===== src/rtl/i2c_evt_pkg.sv =====
package i2c_evt_pkg;
  localparam int unsigned REG_W    = 16;
  localparam int unsigned ADDR_W   = 8;
  localparam int unsigned NVEC     = 5;   // causes reported by the vector
  localparam int unsigned VEC_W    = $clog2(NVEC + 1);
  localparam int unsigned BUSY_BIT = 12;
  localparam int unsigned WK_DRDY  = 3;
  localparam int unsigned WK_GC    = 5;
  localparam int unsigned WK_STT   = 6;
  localparam int unsigned WK_BFREE = 8;

  localparam logic [REG_W-1:0] STICKY_M  = 16'h6F1F;
  localparam logic [REG_W-1:0] IE_M      = 16'h601F;
  localparam logic [REG_W-1:0] WAKE_M    = 16'h636F;
  localparam logic [REG_W-1:0] WK_FROM_ST = 16'h6207;  // wake bits copied from status

  localparam int unsigned OFS_IE = 'h04;
  localparam int unsigned OFS_ST = 'h08;
  localparam int unsigned OFS_VW = 'h0C;
endpackage


===== src/rtl/i2c_evt_status.sv =====
module i2c_evt_status #(
  parameter int unsigned    DW   = 16,
  parameter logic [DW-1:0] KEEP = '1
) (
  input  logic          clk_i,
  input  logic          rst_ni,
  input  logic [DW-1:0] set_i,
  input  logic [DW-1:0] clr_i,
  output logic [DW-1:0] st_o
);
  for (genvar g = 0; g < DW; g++) begin : g_bit
    if (KEEP[g]) begin : g_sticky
      logic bit_q;
      always_ff @(posedge clk_i or negedge rst_ni) begin
        if (!rst_ni) bit_q <= 1'b0;
        else         bit_q <= set_i[g] | (bit_q & ~clr_i[g]);
      end
      assign st_o[g] = bit_q;

      assert_evt_sets_R1: assert property (@(posedge clk_i) disable iff (!rst_ni)
        set_i[g] |=> st_o[g]);
      assert_w1c_R2: assert property (@(posedge clk_i) disable iff (!rst_ni)
        (clr_i[g] && !set_i[g]) |=> !st_o[g]);
      assert_hold_R2: assert property (@(posedge clk_i) disable iff (!rst_ni)
        (!clr_i[g] && st_o[g]) |=> st_o[g]);
      assert_set_wins_R3: assert property (@(posedge clk_i) disable iff (!rst_ni)
        (clr_i[g] && set_i[g]) |=> st_o[g]);
    end else begin : g_none
      assign st_o[g] = 1'b0;
    end
  end
endmodule


===== src/rtl/i2c_evt_vec.sv =====
module i2c_evt_vec #(
  parameter int unsigned N  = 5,
  parameter int unsigned CW = $clog2(N + 1)
) (
  input  logic [N-1:0]  pend_i,
  output logic [CW-1:0] code_o,
  output logic [N-1:0]  hit_o
);
  // lowest index wins: scan downward, last assignment sticks
  always_comb begin
    code_o = '0;
    hit_o  = '0;
    for (int i = N - 1; i >= 0; i--) begin
      if (pend_i[i]) begin
        code_o   = CW'(i + 1);
        hit_o    = '0;
        hit_o[i] = 1'b1;
      end
    end
  end

  always_comb begin
    assert_one_cause_R7: assert ($onehot0(hit_o));
    assert_zero_code_R7: assert ((code_o == '0) == (pend_i == '0));
  end
endmodule


===== src/rtl/i2c_evt_out.sv =====
module i2c_evt_out #(
  parameter int unsigned    DW      = 16,
  parameter logic [DW-1:0] IRQ_M   = '1,
  parameter logic [DW-1:0] COPY_M  = '0,
  parameter int unsigned    B_DRDY  = 3,
  parameter int unsigned    B_GC    = 5,
  parameter int unsigned    B_STT   = 6,
  parameter int unsigned    B_BFREE = 8
) (
  input  logic          clk_i,
  input  logic          rst_ni,
  input  logic [DW-1:0] st_i,
  input  logic [DW-1:0] ie_i,
  input  logic [DW-1:0] wen_i,
  input  logic          gcall_i,
  input  logic          start_i,
  input  logic          bus_busy_i,
  output logic          irq_o,
  output logic          wake_o
);
  logic [DW-1:0] wsrc;
  logic          irq_q, wake_q;

  always_comb begin
    wsrc          = st_i & COPY_M;
    wsrc[B_DRDY]  = st_i[3] | st_i[4];
    wsrc[B_GC]    = gcall_i;
    wsrc[B_STT]   = start_i;
    wsrc[B_BFREE] = ~bus_busy_i;
  end

  always_ff @(posedge clk_i or negedge rst_ni) begin
    if (!rst_ni) begin
      irq_q  <= 1'b0;
      wake_q <= 1'b0;
    end else begin
      irq_q  <= |(st_i & ie_i & IRQ_M);
      wake_q <= |(wsrc & wen_i);
    end
  end

  assign irq_o  = irq_q;
  assign wake_o = wake_q;

  assert_irq_cause_R6: assert property (@(posedge clk_i) disable iff (!rst_ni)
    irq_o |-> $past(|(st_i & ie_i)));
  assert_irq_rise_R6: assert property (@(posedge clk_i) disable iff (!rst_ni)
    (|(st_i & ie_i)) |=> irq_o);
  assert_gc_wake_R9: assert property (@(posedge clk_i) disable iff (!rst_ni)
    (gcall_i && wen_i[B_GC]) |=> wake_o);
endmodule


===== src/rtl/i2c_evt_irq.sv =====
module i2c_evt_irq
  import i2c_evt_pkg::*;
#(
  parameter int unsigned DW = REG_W,
  parameter int unsigned AW = ADDR_W
) (
  input  logic          clk_i,
  input  logic          rst_ni,
  input  logic          req_i,
  input  logic          we_i,
  input  logic [AW-1:0] addr_i,
  input  logic [DW-1:0] wdata_i,
  output logic [DW-1:0] rdata_o,
  input  logic [DW-1:0] evt_i,
  input  logic          bus_busy_i,
  input  logic          gcall_i,
  input  logic          start_i,
  output logic          irq_o,
  output logic          wake_o
);
  localparam logic [DW-1:0] KEEP_M = DW'(STICKY_M);
  localparam logic [DW-1:0] IEN_M  = DW'(IE_M);
  localparam logic [DW-1:0] WEN_M  = DW'(WAKE_M);

  logic          rd, wr, sel_ie, sel_st, sel_vw;
  logic [DW-1:0] st_q, st_view, set_v, clr_v, ie_q, wen_q, rdata_q;
  logic [VEC_W-1:0] vcode;
  logic [NVEC-1:0]  vhit;

  assign rd     = req_i & ~we_i;
  assign wr     = req_i & we_i;
  assign sel_ie = addr_i == AW'(OFS_IE);
  assign sel_st = addr_i == AW'(OFS_ST);
  assign sel_vw = addr_i == AW'(OFS_VW);

  assign set_v = evt_i & KEEP_M;

  always_comb begin
    clr_v = '0;
    if (wr && sel_st) clr_v = wdata_i;
    if (rd && sel_vw) clr_v[NVEC-1:0] = clr_v[NVEC-1:0] | vhit;
  end

  i2c_evt_status #(.DW(DW), .KEEP(KEEP_M)) u_status (
    .clk_i, .rst_ni, .set_i(set_v), .clr_i(clr_v), .st_o(st_q)
  );

  i2c_evt_vec #(.N(NVEC), .CW(VEC_W)) u_vec (
    .pend_i(st_q[NVEC-1:0]), .code_o(vcode), .hit_o(vhit)
  );

  always_comb begin
    st_view           = st_q;
    st_view[BUSY_BIT] = bus_busy_i;
  end

  always_ff @(posedge clk_i or negedge rst_ni) begin
    if (!rst_ni) begin
      ie_q  <= '0;
      wen_q <= '0;
    end else if (wr) begin
      if (sel_ie) ie_q  <= wdata_i & IEN_M;
      if (sel_vw) wen_q <= wdata_i & WEN_M;
    end
  end

  always_ff @(posedge clk_i or negedge rst_ni) begin
    if (!rst_ni) rdata_q <= '0;
    else if (rd) begin
      if (sel_ie)      rdata_q <= ie_q;
      else if (sel_st) rdata_q <= st_view;
      else if (sel_vw) rdata_q <= DW'(vcode);
      else             rdata_q <= '0;
    end
  end
  assign rdata_o = rdata_q;

  i2c_evt_out #(
    .DW(DW), .IRQ_M(IEN_M), .COPY_M(DW'(WK_FROM_ST)),
    .B_DRDY(WK_DRDY), .B_GC(WK_GC), .B_STT(WK_STT), .B_BFREE(WK_BFREE)
  ) u_out (
    .clk_i, .rst_ni, .st_i(st_q), .ie_i(ie_q), .wen_i(wen_q),
    .gcall_i, .start_i, .bus_busy_i, .irq_o, .wake_o
  );

  assert_busy_live_R4: assert property (@(posedge clk_i) disable iff (!rst_ni)
    (rd && sel_st) |=> rdata_o[BUSY_BIT] == $past(bus_busy_i));
  assert_ie_mask_R5: assert property (@(posedge clk_i) disable iff (!rst_ni)
    (rd && sel_ie) |=> (rdata_o & ~IEN_M) == '0);
  assert_vec_clear_R8: assert property (@(posedge clk_i) disable iff (!rst_ni)
    (rd && sel_vw && |vhit && !(|(evt_i[NVEC-1:0] & vhit)))
      |=> !(|(st_q[NVEC-1:0] & $past(vhit))));
  assert_vec_keep_R8: assert property (@(posedge clk_i) disable iff (!rst_ni)
    (rd && sel_vw && !(wr) && !(|(evt_i[NVEC-1:0]))) |=>
      ((st_q[NVEC-1:0] | $past(vhit)) == $past(st_q[NVEC-1:0])));
  assert_unmapped_R10: assert property (@(posedge clk_i) disable iff (!rst_ni)
    (rd && !sel_ie && !sel_st && !sel_vw) |=> rdata_o == '0);
endmodule


===== config.mk =====
export PLATFORM = sky130hd
export DESIGN_NAME = i2c_evt_irq
export DESIGN_NICKNAME = d
export VERILOG_FILES = /design/src/rtl/i2c_evt_pkg.sv /design/src/rtl/i2c_evt_status.sv /design/src/rtl/i2c_evt_vec.sv /design/src/rtl/i2c_evt_out.sv /design/src/rtl/i2c_evt_irq.sv
export SDC_FILE = /design/constraint.sdc
export NUM_CORES = 1
export LEC_CHECK = 0
export BUFFER_PORTS_ARGS = -buffer_cell sky130_fd_sc_hd__buf_2
export CORE_MARGIN = 5
export CORE_UTILIZATION = 35
export DETAILED_ROUTE_END_ITERATION = 8
export REMOVE_ABC_BUFFERS = 1
export SLEW_MARGIN = 25
export SYNTH_ARGS = -nofsm -noshare
export SYNTH_HDL_FRONTEND = slang
export SYNTH_SLANG_ARGS = --single-unit

===== constraint.sdc =====
create_clock -name clk_i -period 1.4 [get_ports clk_i]
set_input_delay 0.21 -clock clk_i [delete_from_list [all_inputs] [get_ports clk_i]]
set_output_delay 0.21 -clock clk_i [all_outputs]
set_load 0.005 [all_outputs]

Word-level counts from Yosys, hierarchy flattened
Cells that the tools add are included.
Cells by class
  bitwise operators: 41
  divide/modulo/power cells: 0
  $mul: 0
  $lt $le $gt $ge: 0
  equal/unequal tests: 3
  shifts and indexed selects: 0
  muxes and demuxes: 15
  reduce and logical (&&, ||, !) cells: 6
  add/subtract/negate cells: 0
Operators with widths (count)
  $and 15x15->15: 2
  $mux 15: 2
  $mux 5: 6
  $mux 3: 6
  $eq 8x4->1 const B: 2
  $mux 16: 1
  $reduce_or 16->1: 1
  $and 1x1->1: 13
  $not 1->1: 13
  $or 1x1->1: 12
  $eq 8x3->1 const B: 1
  $reduce_or 7->1: 1
  $or 5x5->5: 1
  $reduce_and 2->1: 2
  $logic_and 1x1->1: 2
Storage, ports and cells
  ROM bits: 0
  RAM bits: 0
  logic and storage cells: 81
  flip-flop bits (word level): 46
  output and inout bits: 18
  memories: 0
  input port bits: 47
  bits in latches: 0

Depth between registers and ports, before layout
  depth in word-level cells: 10
  depth in mapped cells: 6
  depth with buffers taken out: 4

Modules after synthesis
Synthesis repeated with hierarchy kept, for this count alone.
Unflattened totals
  cell total of the unflattened synthesis: 220
  area, all modules: 2394.8 um^2
Modules (own cells, without submodules)
  i2c_evt_irq: sequential area each 825.8 um^2, area an instance 1660.3 um^2, cells each 145, instances 1
  i2c_evt_status: sequential area each 275.3 um^2, area an instance 523.0 um^2, cells each 50, instances 1
  i2c_evt_out: sequential area each 50.0 um^2, area an instance 136.4 um^2, cells each 13, instances 1
  i2c_evt_vec: sequential area each 0.0 um^2, area an instance 75.1 um^2, cells each 12, instances 1

Least setup slack after synthesis
OpenSTA, ideal clock, no wires.
  kind: input port to flip-flop
  start point: in addr_i[5]
  end point: reg ie_q[0]
  data arrival time: 1.677 ns
  path slack: -0.402 ns
  cell stages on the path: 5
  required time: 1.275 ns
  library setup time: 0.125 ns
  buffers on the path: 2
  cells stage by stage: or4_1 buf_2 or3_1 buf_6 mux2_4
On the way
  longest elaborated chain between the ends: 2
RTL lines
  start: declaration: line i2c_evt_irq.sv:11  | input logic [AW-1:0] addr_i,
  $eq 8x3->1: line i2c_evt_irq.sv:32  | assign sel_ie = addr_i == AW'(OFS_IE);
  $reduce_and 2->1 (no line)
  end signal: assignment: line i2c_evt_irq.sv:62  | if (sel_ie) ie_q <= wdata_i & IEN_M;
  end: declaration: line i2c_evt_irq.sv:26  | logic [DW-1:0] st_q, st_view, set_v, clr_v, ie_q, wen_q, rdata_q;
Every way passes these cells.
A chain may end at the register's enable or synchronous reset.

Final worst setup path
  start point: in addr_i[6]
  end point: reg ie_q[13]
The elaborated chain is that of the path after synthesis.

==> flow_summary.json <==
{
  "status": "complete, but fails checks",
  "violations": "negative setup slack",
  "fmax_ghz": 0.6682,
  "hold_violations": 0,
  "yosys.area_share.adder": 0,
  "max_stage_delay_ps": 600,
  "synth_warnings": 0,
  "grt_pass1_vias": 1593,
  "path_clk_slew_ps": 80,
  "ys_types": 37,
  "placed_area_um2": 2384,
  "setup_viol": 29,
  "ys_ff_latch": 42,
  "slew_viol_final": 0,
  "hold_path.class": "in -> reg",
  "required_ps": 1580,
  "nFillCells": 511,
  "crit_family": "simple AND/OR/NAND/NOR gates",
  "crit_type": "in -> reg",
  "synth_cells": 155,
  "synth_top_family_by_area": "compound AO/OA/AOI/OAI gates",
  "yosys-top-cells-area": "dfrtp_1 55%, mux2_2 5.9%, mux2_4 5.5%, a21o_1 3.9%, a22o_1 3.7%",
  "whs_ps": 87.29,
  "rrSetupSlack_ps": 90,
  "drt_iter0_drc": 75,
  "ys_seq_area_frac": 0.5519,
  "synth_mux_area_frac": 0.1143,
  "antenna_found_initial": 0,
  "nNetsFinal": 276,
  "synthSimpleGateAreaFrac": 0.1235,
  "crit_slowest_cell": "or4_4",
  "synth_xor_xnor_area_share": 0,
  "hpwl_um": 3561,
  "drive_above_1_share": 0.5478,
  "syn_to_final_growth_pct": 37.45,
  "min_period_ps": 1497,
  "clk-insertion-delay-late_ps": 290,
  "ant_nets": 0,
  "die_h_um": 83.76,
  "die_w_um": 83.76,
  "vias": 1527,
  "pin_count": 65,
  "drc": 0,
  "min_period_over_period": 1.069,
  "clock-sinks": 42,
  "worstPathMaxFanout": 7,
  "leakagePower_uw": 0.001282,
  "finClkSkew_ps": 4.318,
  "grtUsageTotal": 0.1411,
  "maxCapViolations": 0,
  "routed_via_density": 5.090,
  "crit_buf_inv": 1,
  "netlist_area_um2": 1904,
  "grt_max_degree": 43,
  "io_buffers": 52,
  "start_kind": "input pin",
  "gp_congestion": 0.7836,
  "die_area_um2": 7016,
  "initial_utilization": 0.3659,
  "overflow": 0,
  "cts_tree": "done",
  "avgSynthCellArea_um2": 12.29,
  "place_inst": 291,
  "rsz0062_at_grt": "yes",
  "layoutNonFillerInstCount": 300,
  "fin_tns_setup_ps": -1582,
  "fin_area_um2": 2618,
  "synth_compound_area_frac": 0.1675,
  "grt_pass1_wl_um": 7976,
  "clockBufferDepth": 2,
  "drt-pass1-iter-count": 4,
  "cts_setup_buffers": 0,
  "wl_per_cell_um": 15.91,
  "coreArea_um2": 5205,
  "htree_levels": 2,
  "rows": 26,
  "yosysTopAreaCellShare": 0.5519,
  "end_kind": "flip-flop",
  "setup_ws_ps": -96.59,
  "crit_arrival_ps": 1670,
  "cts-buffers-inserted": 5,
  "diodes": 0,
  "p_per_area_nw_per_um2": 919.2,
  "drt-total-wl_um": 4774,
  "cts_root_buffer": "clkbuf_8",
  "cp_cell_sequence": "buf_6 -> or4_4 -> or3_4 -> mux2_4",
  "peakVddDrop_v": 0.0005808,
  "synth_area_leader_cell": "dfrtp_1"
}
-- final timing paths --
check | startpoint | end | depth (start not counted)
max | addr_i[6] | ie_q[13] | 4
min | evt_i[10] | u_status.g_bit[10].g_sticky.bit_q | 2
max reg2reg | u_status.g_bit[1].g_sticky.bit_q | u_status.g_bit[4].g_sticky.bit_q | 4
min reg2reg | u_status.g_bit[10].g_sticky.bit_q | u_status.g_bit[10].g_sticky.bit_q | 1
max in group asynchronous | rst_ni | ie_q[4] | 3
min in group asynchronous | rst_ni | u_status.g_bit[8].g_sticky.bit_q | 3
-- kinds of logic after synthesis --
family,Yosys count
other cells,1
buf+inv,14
simple gates,40
mux,17
flops,42
compound gates,41
-- through the flow --
stage | worst slack, ps | utilization | power [µW]
after floorplan | -539.9 | - | 1323
after global placement | -554.2 | 0.4579 | 1464
after detailed placement | -569.9 | 0.4579 | 1465
after CTS | -100.6 | 0.4889 | 2435
after global routing | -115.6 | 0.5029 | 2511
final | -96.59 | 0.5029 | 2406
-- registers in the layout, summed over array words and instances (netlist names) --
signal,flops
u_out.irq_o,1
wen_q,10
ie_q,7
u_out.wake_o,1
u_status.g_bit.g_sticky.bit_q,11
rdata_o,12
-- cells in the final DEF, fill, tap and decap left out, drive strengths merged, types with 2 or more instances in the layout --
master	instances
nand2	17
dfrtp	42
nor2	2
nand3b	2
conb	4
buf	73
or4	2
or3	2
a31oi	2
a21o	10
a31o	5
mux2	17
o21ai	5
inv	4
nand3	3
clkbuf	6
nor3	3
a22oi	5
a222oi	3
a22o	8
-- timing repair --
action	CTS	global route
endpoints found under the hold margin	42	0
hold buffers	1	0
pin swaps	15	24
endpoints found under the setup margin	40	40
resized for setup	10	25
cloned	0	1
-- synthesized netlist by cell type --
library cell  count
nor2_4            1
a31oi_1           2
buf_4             4
or4b_1            1
and4b_1           1
nand3_1           3
or3b_2            1
a32oi_1           1
a22o_1            8
o31ai_1           1
nand4b_1          1
o21ai_0           5
conb_1            1
a22oi_1           5
nand3b_1          2
dfrtp_1          42
nor2b_1           1
nor3_1            3
a221oi_1          1
mux2_2           10
inv_1             4
a31o_1            1
nand2b_1          1
or4_1             2
nand2_1          17
nor2_2            1
nand4_2           1
a222oi_1          3
clkbuf_1          3
or2_2             1
buf_6             1
a21o_1           10
or3_1             2
buf_2             2
nor4_2            1
a31o_2            4
mux2_4            7
-- layer usage --
layer / global-route usage / vias up / wire length [µm] / share of wire
li1: - / 719 / - / -
met1: 0.1902 / 746 / 2225 / 0.47
met2: 0.2140 / 53 / 2154 / 0.45
met3: 0.04541 / 9 / 295 / 0.062
met4: 0.04678 / 0 / 99 / 0.021
met5: 0 / - / 0 / 0
-- power breakdown --
group,internal [µW],switching (µW)
Combinational,105,104
Clock,532,418
Sequential,1240,10.9
-- area by class of cell --
type / instances / area, µm² / area share
Multi-Input combinational cell: 102 / 870.8 / 0.3327
Tap cell: 70 / 87.58 / 0.03346
Timing Repair Buffer: 74 / 483.0 / 0.1845
Sequential cell: 42 / 1051 / 0.4015
Clock inverter: 2 / 37.54 / 0.01434
Clock buffer: 6 / 72.57 / 0.02772
Inverter: 4 / 15.01 / 0.005736
No activity file was read; power rests on OpenSTA's default activity.
